==> src/rtl/jtag_tap_pkg.sv <==
package jtag_tap_pkg;
  localparam int unsigned IR_W = 4;

  typedef enum logic [3:0] {
    ST_TLR, ST_RTI,
    ST_SEL_DR, ST_CAP_DR, ST_SH_DR, ST_EX1_DR, ST_PAU_DR, ST_EX2_DR, ST_UPD_DR,
    ST_SEL_IR, ST_CAP_IR, ST_SH_IR, ST_EX1_IR, ST_PAU_IR, ST_EX2_IR, ST_UPD_IR
  } tap_state_e;

  typedef enum logic [2:0] {
    I_EXTEST, I_SAMPLE, I_HIGHZ, I_CLAMP, I_HANDOFF, I_BYPASS
  } instr_e;

  localparam logic [IR_W-1:0] OP_EXTEST  = 4'b0000;
  localparam logic [IR_W-1:0] OP_SAMPLE  = 4'b0001;
  localparam logic [IR_W-1:0] OP_HIGHZ   = 4'b1001;
  localparam logic [IR_W-1:0] OP_CLAMP   = 4'b1100;
  localparam logic [IR_W-1:0] OP_HANDOFF = 4'b0111;

  function automatic instr_e decode_op(input logic [IR_W-1:0] op);
    case (op)
      OP_EXTEST:  return I_EXTEST;
      OP_SAMPLE:  return I_SAMPLE;
      OP_HIGHZ:   return I_HIGHZ;
      OP_CLAMP:   return I_CLAMP;
      OP_HANDOFF: return I_HANDOFF;
      default:    return I_BYPASS;
    endcase
  endfunction
endpackage

==> src/rtl/tap_fsm.sv <==
module tap_fsm
  import jtag_tap_pkg::*;
(
  input  logic       tck_i,
  input  logic       rst_ni,
  input  logic       tms_i,
  output tap_state_e state_o,
  output tap_state_e state_d_o
);
  tap_state_e state_q, state_d;

  always_comb begin
    case (state_q)
      ST_TLR:    state_d = tms_i ? ST_TLR    : ST_RTI;
      ST_RTI:    state_d = tms_i ? ST_SEL_DR : ST_RTI;
      ST_SEL_DR: state_d = tms_i ? ST_SEL_IR : ST_CAP_DR;
      ST_CAP_DR: state_d = tms_i ? ST_EX1_DR : ST_SH_DR;
      ST_SH_DR:  state_d = tms_i ? ST_EX1_DR : ST_SH_DR;
      ST_EX1_DR: state_d = tms_i ? ST_UPD_DR : ST_PAU_DR;
      ST_PAU_DR: state_d = tms_i ? ST_EX2_DR : ST_PAU_DR;
      ST_EX2_DR: state_d = tms_i ? ST_UPD_DR : ST_SH_DR;
      ST_UPD_DR: state_d = tms_i ? ST_SEL_DR : ST_RTI;
      ST_SEL_IR: state_d = tms_i ? ST_TLR    : ST_CAP_IR;
      ST_CAP_IR: state_d = tms_i ? ST_EX1_IR : ST_SH_IR;
      ST_SH_IR:  state_d = tms_i ? ST_EX1_IR : ST_SH_IR;
      ST_EX1_IR: state_d = tms_i ? ST_UPD_IR : ST_PAU_IR;
      ST_PAU_IR: state_d = tms_i ? ST_EX2_IR : ST_PAU_IR;
      ST_EX2_IR: state_d = tms_i ? ST_UPD_IR : ST_SH_IR;
      ST_UPD_IR: state_d = tms_i ? ST_SEL_DR : ST_RTI;
      default:   state_d = ST_TLR;
    endcase
  end

  always_ff @(posedge tck_i or negedge rst_ni) begin
    if (!rst_ni) state_q <= ST_TLR;
    else         state_q <= state_d;
  end

  assign state_o   = state_q;
  assign state_d_o = state_d;

  // five TMS-high edges always land in Test-Logic-Reset
  p_five_tms_tlr_r2: assert property (@(posedge tck_i) disable iff (!rst_ni)
    (tms_i && $past(tms_i) && $past(tms_i, 2) && $past(tms_i, 3) && $past(tms_i, 4))
    |=> state_q == ST_TLR);
endmodule

==> src/rtl/tap_ir.sv <==
module tap_ir
  import jtag_tap_pkg::*;
(
  input  logic       tck_i,
  input  logic       rst_ni,
  input  logic       tdi_i,
  input  tap_state_e state_i,
  input  tap_state_e state_d_i,
  output logic       so_o,
  output instr_e     instr_o,
  output logic       handoff_o
);
  localparam logic [IR_W-1:0] CAP_PAT = {{(IR_W-2){1'b0}}, 2'b01};

  logic [IR_W-1:0] sr_q;
  instr_e          instr_q;
  logic            handoff_q;

  always_ff @(posedge tck_i or negedge rst_ni) begin
    if (!rst_ni) begin
      sr_q      <= '0;
      instr_q   <= I_BYPASS;
      handoff_q <= 1'b0;
    end else begin
      if (state_i == ST_CAP_IR)     sr_q <= CAP_PAT;
      else if (state_i == ST_SH_IR) sr_q <= {tdi_i, sr_q[IR_W-1:1]};
      // once handed off, the instruction is frozen until test reset
      if (!handoff_q) begin
        if (state_d_i == ST_TLR) begin
          instr_q <= I_BYPASS;
        end else if (state_i == ST_UPD_IR) begin
          instr_q <= decode_op(sr_q);
          if (decode_op(sr_q) == I_HANDOFF) handoff_q <= 1'b1;
        end
      end
    end
  end

  assign so_o      = sr_q[0];
  assign instr_o   = instr_q;
  assign handoff_o = handoff_q;

  p_instr_only_on_update_r3: assert property (@(posedge tck_i) disable iff (!rst_ni)
    (state_i != ST_UPD_IR && state_d_i != ST_TLR) |=> $stable(instr_q));
  p_tlr_bypass_r1: assert property (@(posedge tck_i) disable iff (!rst_ni)
    (state_i == ST_TLR && !handoff_q) |-> instr_q == I_BYPASS);
  p_handoff_sticky_r11: assert property (@(posedge tck_i) disable iff (!rst_ni)
    handoff_q |=> handoff_q && $stable(instr_q));
endmodule

==> src/rtl/bscan_chain.sv <==
module bscan_chain
  import jtag_tap_pkg::*;
#(
  parameter int unsigned N_PINS = 4
) (
  input  logic              tck_i,
  input  logic              rst_ni,
  input  logic              tdi_i,
  input  tap_state_e        state_i,
  input  logic              sel_i,
  input  logic [N_PINS-1:0] pad_di_i,
  input  logic [N_PINS-1:0] func_do_i,
  input  logic [N_PINS-1:0] func_oe_i,
  output logic              so_o,
  output logic [N_PINS-1:0] hold_do_o,
  output logic [N_PINS-1:0] hold_oe_o
);
  localparam int unsigned LEN = 3 * N_PINS;

  logic [LEN-1:0]    cap_vec, sr_q;
  logic [N_PINS-1:0] sr_do, sr_oe, hold_do_q, hold_oe_q;

  for (genvar k = 0; k < N_PINS; k++) begin : g_cell
    assign cap_vec[3*k]   = pad_di_i[k];
    assign cap_vec[3*k+1] = func_do_i[k];
    assign cap_vec[3*k+2] = func_oe_i[k];
    assign sr_do[k]       = sr_q[3*k+1];
    assign sr_oe[k]       = sr_q[3*k+2];
  end

  always_ff @(posedge tck_i or negedge rst_ni) begin
    if (!rst_ni) begin
      sr_q      <= '0;
      hold_do_q <= '0;
      hold_oe_q <= '0;
    end else if (sel_i) begin
      case (state_i)
        ST_CAP_DR: sr_q <= cap_vec;
        ST_SH_DR:  sr_q <= {tdi_i, sr_q[LEN-1:1]};
        ST_UPD_DR: begin
          hold_do_q <= sr_do;
          hold_oe_q <= sr_oe;
        end
        default: ;
      endcase
    end
  end

  assign so_o      = sr_q[0];
  assign hold_do_o = hold_do_q;
  assign hold_oe_o = hold_oe_q;

  p_hold_only_on_update_r6: assert property (@(posedge tck_i) disable iff (!rst_ni)
    (state_i != ST_UPD_DR) |=> $stable(hold_do_q) && $stable(hold_oe_q));
endmodule

==> src/rtl/jtag_pin_tap.sv <==
module jtag_pin_tap
  import jtag_tap_pkg::*;
#(
  parameter int unsigned N_PINS = 4
) (
  input  logic              tck_i,
  input  logic              rst_ni,
  input  logic              tms_i,
  input  logic              tdi_i,
  output logic              tdo_o,
  output logic              tdo_en_o,
  input  logic [N_PINS-1:0] func_do_i,
  input  logic [N_PINS-1:0] func_oe_i,
  input  logic [N_PINS-1:0] pad_di_i,
  output logic [N_PINS-1:0] pad_do_o,
  output logic [N_PINS-1:0] pad_oe_o,
  output logic              sys_rst_req_o,
  output logic              sec_sel_o,
  output logic              sec_tms_o,
  output logic              sec_tdi_o,
  input  logic              sec_tdo_i,
  input  logic              sec_tdo_en_i
);
  tap_state_e        state, state_d;
  instr_e            instr;
  logic              handoff, ir_so, bs_so, bs_sel, byp_q, ser, tdo_q, tdo_en_q;
  logic [N_PINS-1:0] hold_do, hold_oe;

  tap_fsm u_fsm (
    .tck_i, .rst_ni, .tms_i,
    .state_o(state), .state_d_o(state_d)
  );

  tap_ir u_ir (
    .tck_i, .rst_ni, .tdi_i,
    .state_i(state), .state_d_i(state_d),
    .so_o(ir_so), .instr_o(instr), .handoff_o(handoff)
  );

  assign bs_sel = (instr == I_EXTEST) || (instr == I_SAMPLE);

  bscan_chain #(.N_PINS(N_PINS)) u_bs (
    .tck_i, .rst_ni, .tdi_i,
    .state_i(state), .sel_i(bs_sel),
    .pad_di_i, .func_do_i, .func_oe_i,
    .so_o(bs_so), .hold_do_o(hold_do), .hold_oe_o(hold_oe)
  );

  always_ff @(posedge tck_i or negedge rst_ni) begin
    if (!rst_ni)                byp_q <= 1'b0;
    else if (state == ST_CAP_DR) byp_q <= 1'b0;
    else if (state == ST_SH_DR)  byp_q <= tdi_i;
  end

  assign ser = (state == ST_SH_IR) ? ir_so : (bs_sel ? bs_so : byp_q);

  // falling-edge retiming of the serial output
  always_ff @(negedge tck_i or negedge rst_ni) begin
    if (!rst_ni) begin
      tdo_q    <= 1'b0;
      tdo_en_q <= 1'b0;
    end else begin
      tdo_q    <= ser;
      tdo_en_q <= (state == ST_SH_IR) || (state == ST_SH_DR);
    end
  end

  always_comb begin
    pad_do_o      = func_do_i;
    pad_oe_o      = func_oe_i;
    sys_rst_req_o = 1'b0;
    if (!handoff) begin
      case (instr)
        I_EXTEST: begin
          pad_do_o = hold_do;
          pad_oe_o = hold_oe;
        end
        I_CLAMP: begin
          pad_do_o      = hold_do;
          pad_oe_o      = hold_oe;
          sys_rst_req_o = 1'b1;
        end
        I_HIGHZ: begin
          pad_oe_o      = '0;
          sys_rst_req_o = 1'b1;
        end
        default: ;
      endcase
    end
  end

  assign sec_sel_o = handoff;
  assign sec_tms_o = handoff ? tms_i : 1'b1;
  assign sec_tdi_o = tdi_i;
  assign tdo_o     = handoff ? sec_tdo_i    : tdo_q;
  assign tdo_en_o  = handoff ? sec_tdo_en_i : tdo_en_q;

  p_bypass_loads_zero_r5: assert property (@(posedge tck_i) disable iff (!rst_ni)
    (state == ST_CAP_DR) |=> !byp_q);
  p_tdo_en_shift_only_r10: assert property (@(posedge tck_i) disable iff (!rst_ni)
    (!handoff && tdo_en_o) |-> (state == ST_SH_IR || state == ST_SH_DR));
  p_highz_drivers_off_r9: assert property (@(posedge tck_i) disable iff (!rst_ni)
    (instr == I_HIGHZ && !handoff) |-> (pad_oe_o == '0 && sys_rst_req_o));
  p_clamp_reset_r8: assert property (@(posedge tck_i) disable iff (!rst_ni)
    (instr == I_CLAMP && !handoff) |-> sys_rst_req_o && pad_oe_o == hold_oe);
  p_handoff_no_reset_r11: assert property (@(posedge tck_i) disable iff (!rst_ni)
    handoff |-> !sys_rst_req_o && pad_oe_o == func_oe_i);
endmodule

==> config.mk <==
export PLATFORM = sky130hd
export DESIGN_NAME = jtag_pin_tap
export DESIGN_NICKNAME = d
export VERILOG_FILES = /design/src/rtl/jtag_tap_pkg.sv /design/src/rtl/tap_fsm.sv /design/src/rtl/tap_ir.sv /design/src/rtl/bscan_chain.sv /design/src/rtl/jtag_pin_tap.sv
export SDC_FILE = /design/constraint.sdc
export NUM_CORES = 1
export LEC_CHECK = 0
export BUFFER_PORTS_ARGS = -buffer_cell sky130_fd_sc_hd__buf_2
export CAP_MARGIN = 20
export CORE_ASPECT_RATIO = 0.7
export CORE_MARGIN = 1.5
export CORE_UTILIZATION = 46
export DETAILED_ROUTE_END_ITERATION = 8
export MAX_ROUTING_LAYER = met4
export PLACE_DENSITY = 0.67
export SLEW_MARGIN = 20
export SYNTH_ARGS = -nofsm -noshare
export SYNTH_HDL_FRONTEND = slang
export SYNTH_SLANG_ARGS = --single-unit
==> constraint.sdc <==
create_clock -name tck_i -period 2.3 [get_ports tck_i]
set_clock_uncertainty 0.15 [all_clocks]
set_input_delay 0.345 -clock tck_i [delete_from_list [all_inputs] [get_ports tck_i]]
set_output_delay 0.345 -clock tck_i [all_outputs]
set_load 0.01 [all_outputs]
Word-level counts from Yosys, hierarchy flattened
Cells that the tools add are included.
{ "op_classes": {"n_bitwise": 1, "n_reduce_logical": 17, "mux": 38, "n_eq_ne": 23} }
{ "op_table": {"columns": ["cell", "n"], "rows": [
  ["$pmux 4 s12", 1],
  ["$eq 4x4->1 const B", 10],
  ["$mux 4", 9],
  ["$pmux 12 s2", 1],
  ["$eq 4x3->1 const B", 5],
  ["$mux 3", 6],
  ["$mux 1", 16],
  ["$pmux 3 s5", 1],
  ["$logic_not 4->1", 3],
  ["$eq 4x1->1 const B", 2],
  ["$eq 4x2->1 const B", 2],
  ["$pmux 4 s2", 1],
  ["$reduce_or 2->1", 4],
  ["$eq 3x2->1 const B", 2],
  ["$mux 2", 3],
  ["$reduce_and 2->1", 3],
  ["$reduce_bool 2->1", 3],
  ["$eq 3x1->1 const B", 1],
  ["$eq 3x3->1 const B", 1],
  ["$logic_not 3->1", 1],
  ["$reduce_or 3->1", 1],
  ["$logic_or 1x1->1", 2],
  ["$not 1->1", 1]
]} }
{ "word_totals": {"ff_bits": 35, "input_bits": 18} }

Depth between registers and ports, before layout
{ "logic_depth": {"word_depth": 11, "mapped_depth": 5, "depth_no_buf": 3} }

By module
A second synthesis with hierarchy kept.
{ "hier_totals": {"hier_cells": 186, "area_unflattened_um2": 2068.2} }
{ "by_module_without_submodules": {"columns": ["module", "area_per_inst_um2", "n_inst", "cells_each"], "rows": [
  ["bscan_chain", 950.9, 1, 61],
  ["tap_ir", 410.4, 1, 41],
  ["jtag_pin_tap", 392.9, 1, 47],
  ["tap_fsm", 314.1, 1, 37]
]} }

==> results.md <==
- Status: finished, violations left
- Failing checks: negative setup slack
- Nets: 237
- Final worst-path setup slack: -0.349 ns
- DRT iter0 DRCs: 81
- Design Power: 2.99 mW
- Row count: 19
- IO Count: 32
- Cells after synthesis: 177
- Clock latency on the worst-skew pair: 0.29 ns
- Vias in the first global route: 1465
- Final hold violation count: 0
- VDD IR max: 0.000647 V
- Worst-path clk slew: 0.07 ns
- Die Ht: 57.8 um
- Synth area leader: dfrtp_1
- Leakage: 1.12 nW
- Number of flops mapped to enable cells by yosys: 0
- Ys Warns: 0
- Top FF cell, synth: dfrtp_1
- Max incr delay on CP: 0.33 ns
- Crit-path cells: mux2_4 > buf_6
- CTS Buffer Depth: 2
- Initial antenna violation count: 0
- Layout cells sized above 1: 44.5%
- Synth Net Count: 195
- Post-synth cell types: 45
- Synth async-reset ratio: 100%
- Crit-path slowest cell: dfrtn_1
- Share of the synthesized area in the top cell type: 39.3%
- Die Area: 0.00469 sq mm
- Via count: 1515
- Top cells by area, synth: dfrtp_1 39%, mux2_2 22%, dfstp_2 2.7%
- Sequential fraction of the synthesis area: 44.5%
- Final setup fails: 2
- CP Buf/Inv Count: 1
- Detail Placement HPWL: 3120 um
- Worst-path maximum fanout: 1
- Global-route wire length before repair: 6920 um
- Worst min path class: in -> reg
- DR WL met3: 174 um
- Mapped Avg Cell Area: 11.1 sq um
- Initial core utilization: 49.1%
- WL/cell: 16.0 um
- Metal-1 WL: 2200 um
- GRT Total Usage: 20.9%
- Core Region: 0.00402 sq mm
- Top routing layer in use: met4
- IO Port Bufs: 31
- Slew margin rel.: 66.7%
- Max-Cap Viols: 0
- P&R area growth vs syn: 22.8%
- Placer Congestion: 0.845
- Worst EP required: 1.80 ns
- Met2 wire len: 1900 um
- Num CTS Buffers: 5
- Cell area after layout: 0.00242 sq mm
- Synth Cell Area: 0.00197 sq mm
- Slew Limit Fails: 0
- Pwr Density: 1240 mW/mm^2
- Via-per-instance ratio: 5.57
- Slew @ Worst Pin: 0.497 ns
- Global route overflow: 0
- Placed Cells: 262
- RSZ-0062 raised after global routing: yes
- CTS tree: yes
- Root Driver: clkbuf_8
- Antenna fix cells: 0
- Crit-path leading delay family: flip-flops
- CP Launch Type: flop
- Setup Crit Path Kind: reg -> out
- Post-DP Area: 0.00226 sq mm
- Arrival @ worst endpoint: 2.15 ns
- Drc violations: 0
- Die Span X: 81.3 um
- Post-DRT Antenna Nets: 0
- Filler cells: 325
- CTS Sinks: 35
- DR pass1 iterations: 4
- Htree depth: 2
- Yosys reg bits: 35
- Post-route insts no fill: 272
- Final WL: 4350 um
- Crit path capture type: output port
- Largest net degree at the start of global routing: 17
[area by class of cell]
type                    count  area, sq um  share of cell area, %
well taps                  52         65.1                   2.69
multi-input cells         121         1030                   42.4
clock inverters             1         5.00                  0.207
flip-flops and latches     35          878                   36.3
clock buffers               7         76.3                   3.15
repair buffers             48          339                   14.0
inverters                   8         30.0                   1.24
[final timing paths]
path                                  from           endpoint  slack, ns  cells after the start
max reg2reg                u_ir.instr_o[2]              tdo_q       0.04                      3
min                                  tdi_i       u_ir.sr_q[3]       0.22                      3
min reg2reg                   u_bs.sr_q[6]       u_bs.sr_q[6]       0.36                      1
min in group asynchronous           rst_ni  u_bs.hold_do_o[2]       0.32                      2
max in group asynchronous           rst_ni              tdo_q       0.37                      2
max                                  tdo_q              tdo_o      -0.35                      2
[power by group]
group	switching, mW	internal (mW)	total, mW	leakage (nW)
Clock	0.215	0.212	0.427	0.0422
Sequential	0.228	0.908	1.14	0.452
Combinational	0.667	0.763	1.43	0.627
[through the flow]
stage / hold WS, ns / setup WS, ns / setup TNS, ns / utilization (%)
floorplan: -0.101 / -0.134 / -0.235 / -
global placement: 0.0991 / -0.0370 / -0.0720 / 56.2
CTS: 0.220 / -0.355 / -0.708 / 59.1
detailed placement: 0.104 / -0.0399 / -0.0712 / 56.2
finish: 0.222 / -0.349 / -0.697 / 60.3
global route: 0.225 / -0.376 / -0.747 / 60.3
[what timing repair did]
action	4_1_cts	5_1_grt
buffers inserted	1	0
hold buffers	1	0
hold endpoints to repair	8	0
setup endpoints to repair	6	8
pin swaps	1	2
resized for setup	4	11
[sequential cells by signal, summed over array words and instances (netlist names)]
register / count
u_bs.sr_q: 12
u_bs.hold_do_o: 4
u_bs.hold_oe_o: 4
u_fsm.state_o: 4
u_ir.sr_q: 4
u_ir.instr_o: 3
byp_q: 1
tdo_en_q: 1
tdo_q: 1
u_ir.handoff_o: 1
[synth_stat cells (3+ instances only)]
cell / instances
a21oi_1: 4
a22o_1: 3
a31oi_1: 4
clkbuf_1: 9
dfrtp_1: 31
inv_1: 8
mux2_2: 38
nand2_1: 9
nand2b_1: 4
nor2_1: 6
nor2b_1: 4
o21ai_0: 8
xor2_1: 4
[cell usage in the layout, fill, tap and decap left out, drive strengths merged, types with 6 or more instances in the layout]
| cell | n |
|---|---|
| dfrtp | 31 |
| mux2 | 38 |
| buf | 47 |
| nor2 | 6 |
| o21ai | 8 |
| nand2 | 9 |
| clkbuf | 7 |
| inv | 8 |
[per-layer routing]
metal,up-vias,global-route usage [%]
met1,734,28.3
met5,-,-
met2,46,29.4
met3,6,5.35
met4,0,9.61
li1,729,-
[worst min-delay path, stage by stage]
cell     delay [ns]
buf_2          0.11
inv_1          0.08
o31ai_1        0.08
[cells by family after synthesis]
kind of cell / after synthesis / share of synthesized area, %
compound gates: 36 / 13.6
simple gates: 41 / 12.4
mux: 39 / 22.2
xor+xnor: 5 / 2.22
buf+inv: 21 / 5.01
flops: 35 / 44.5
(Power assumes the default switching activity.)
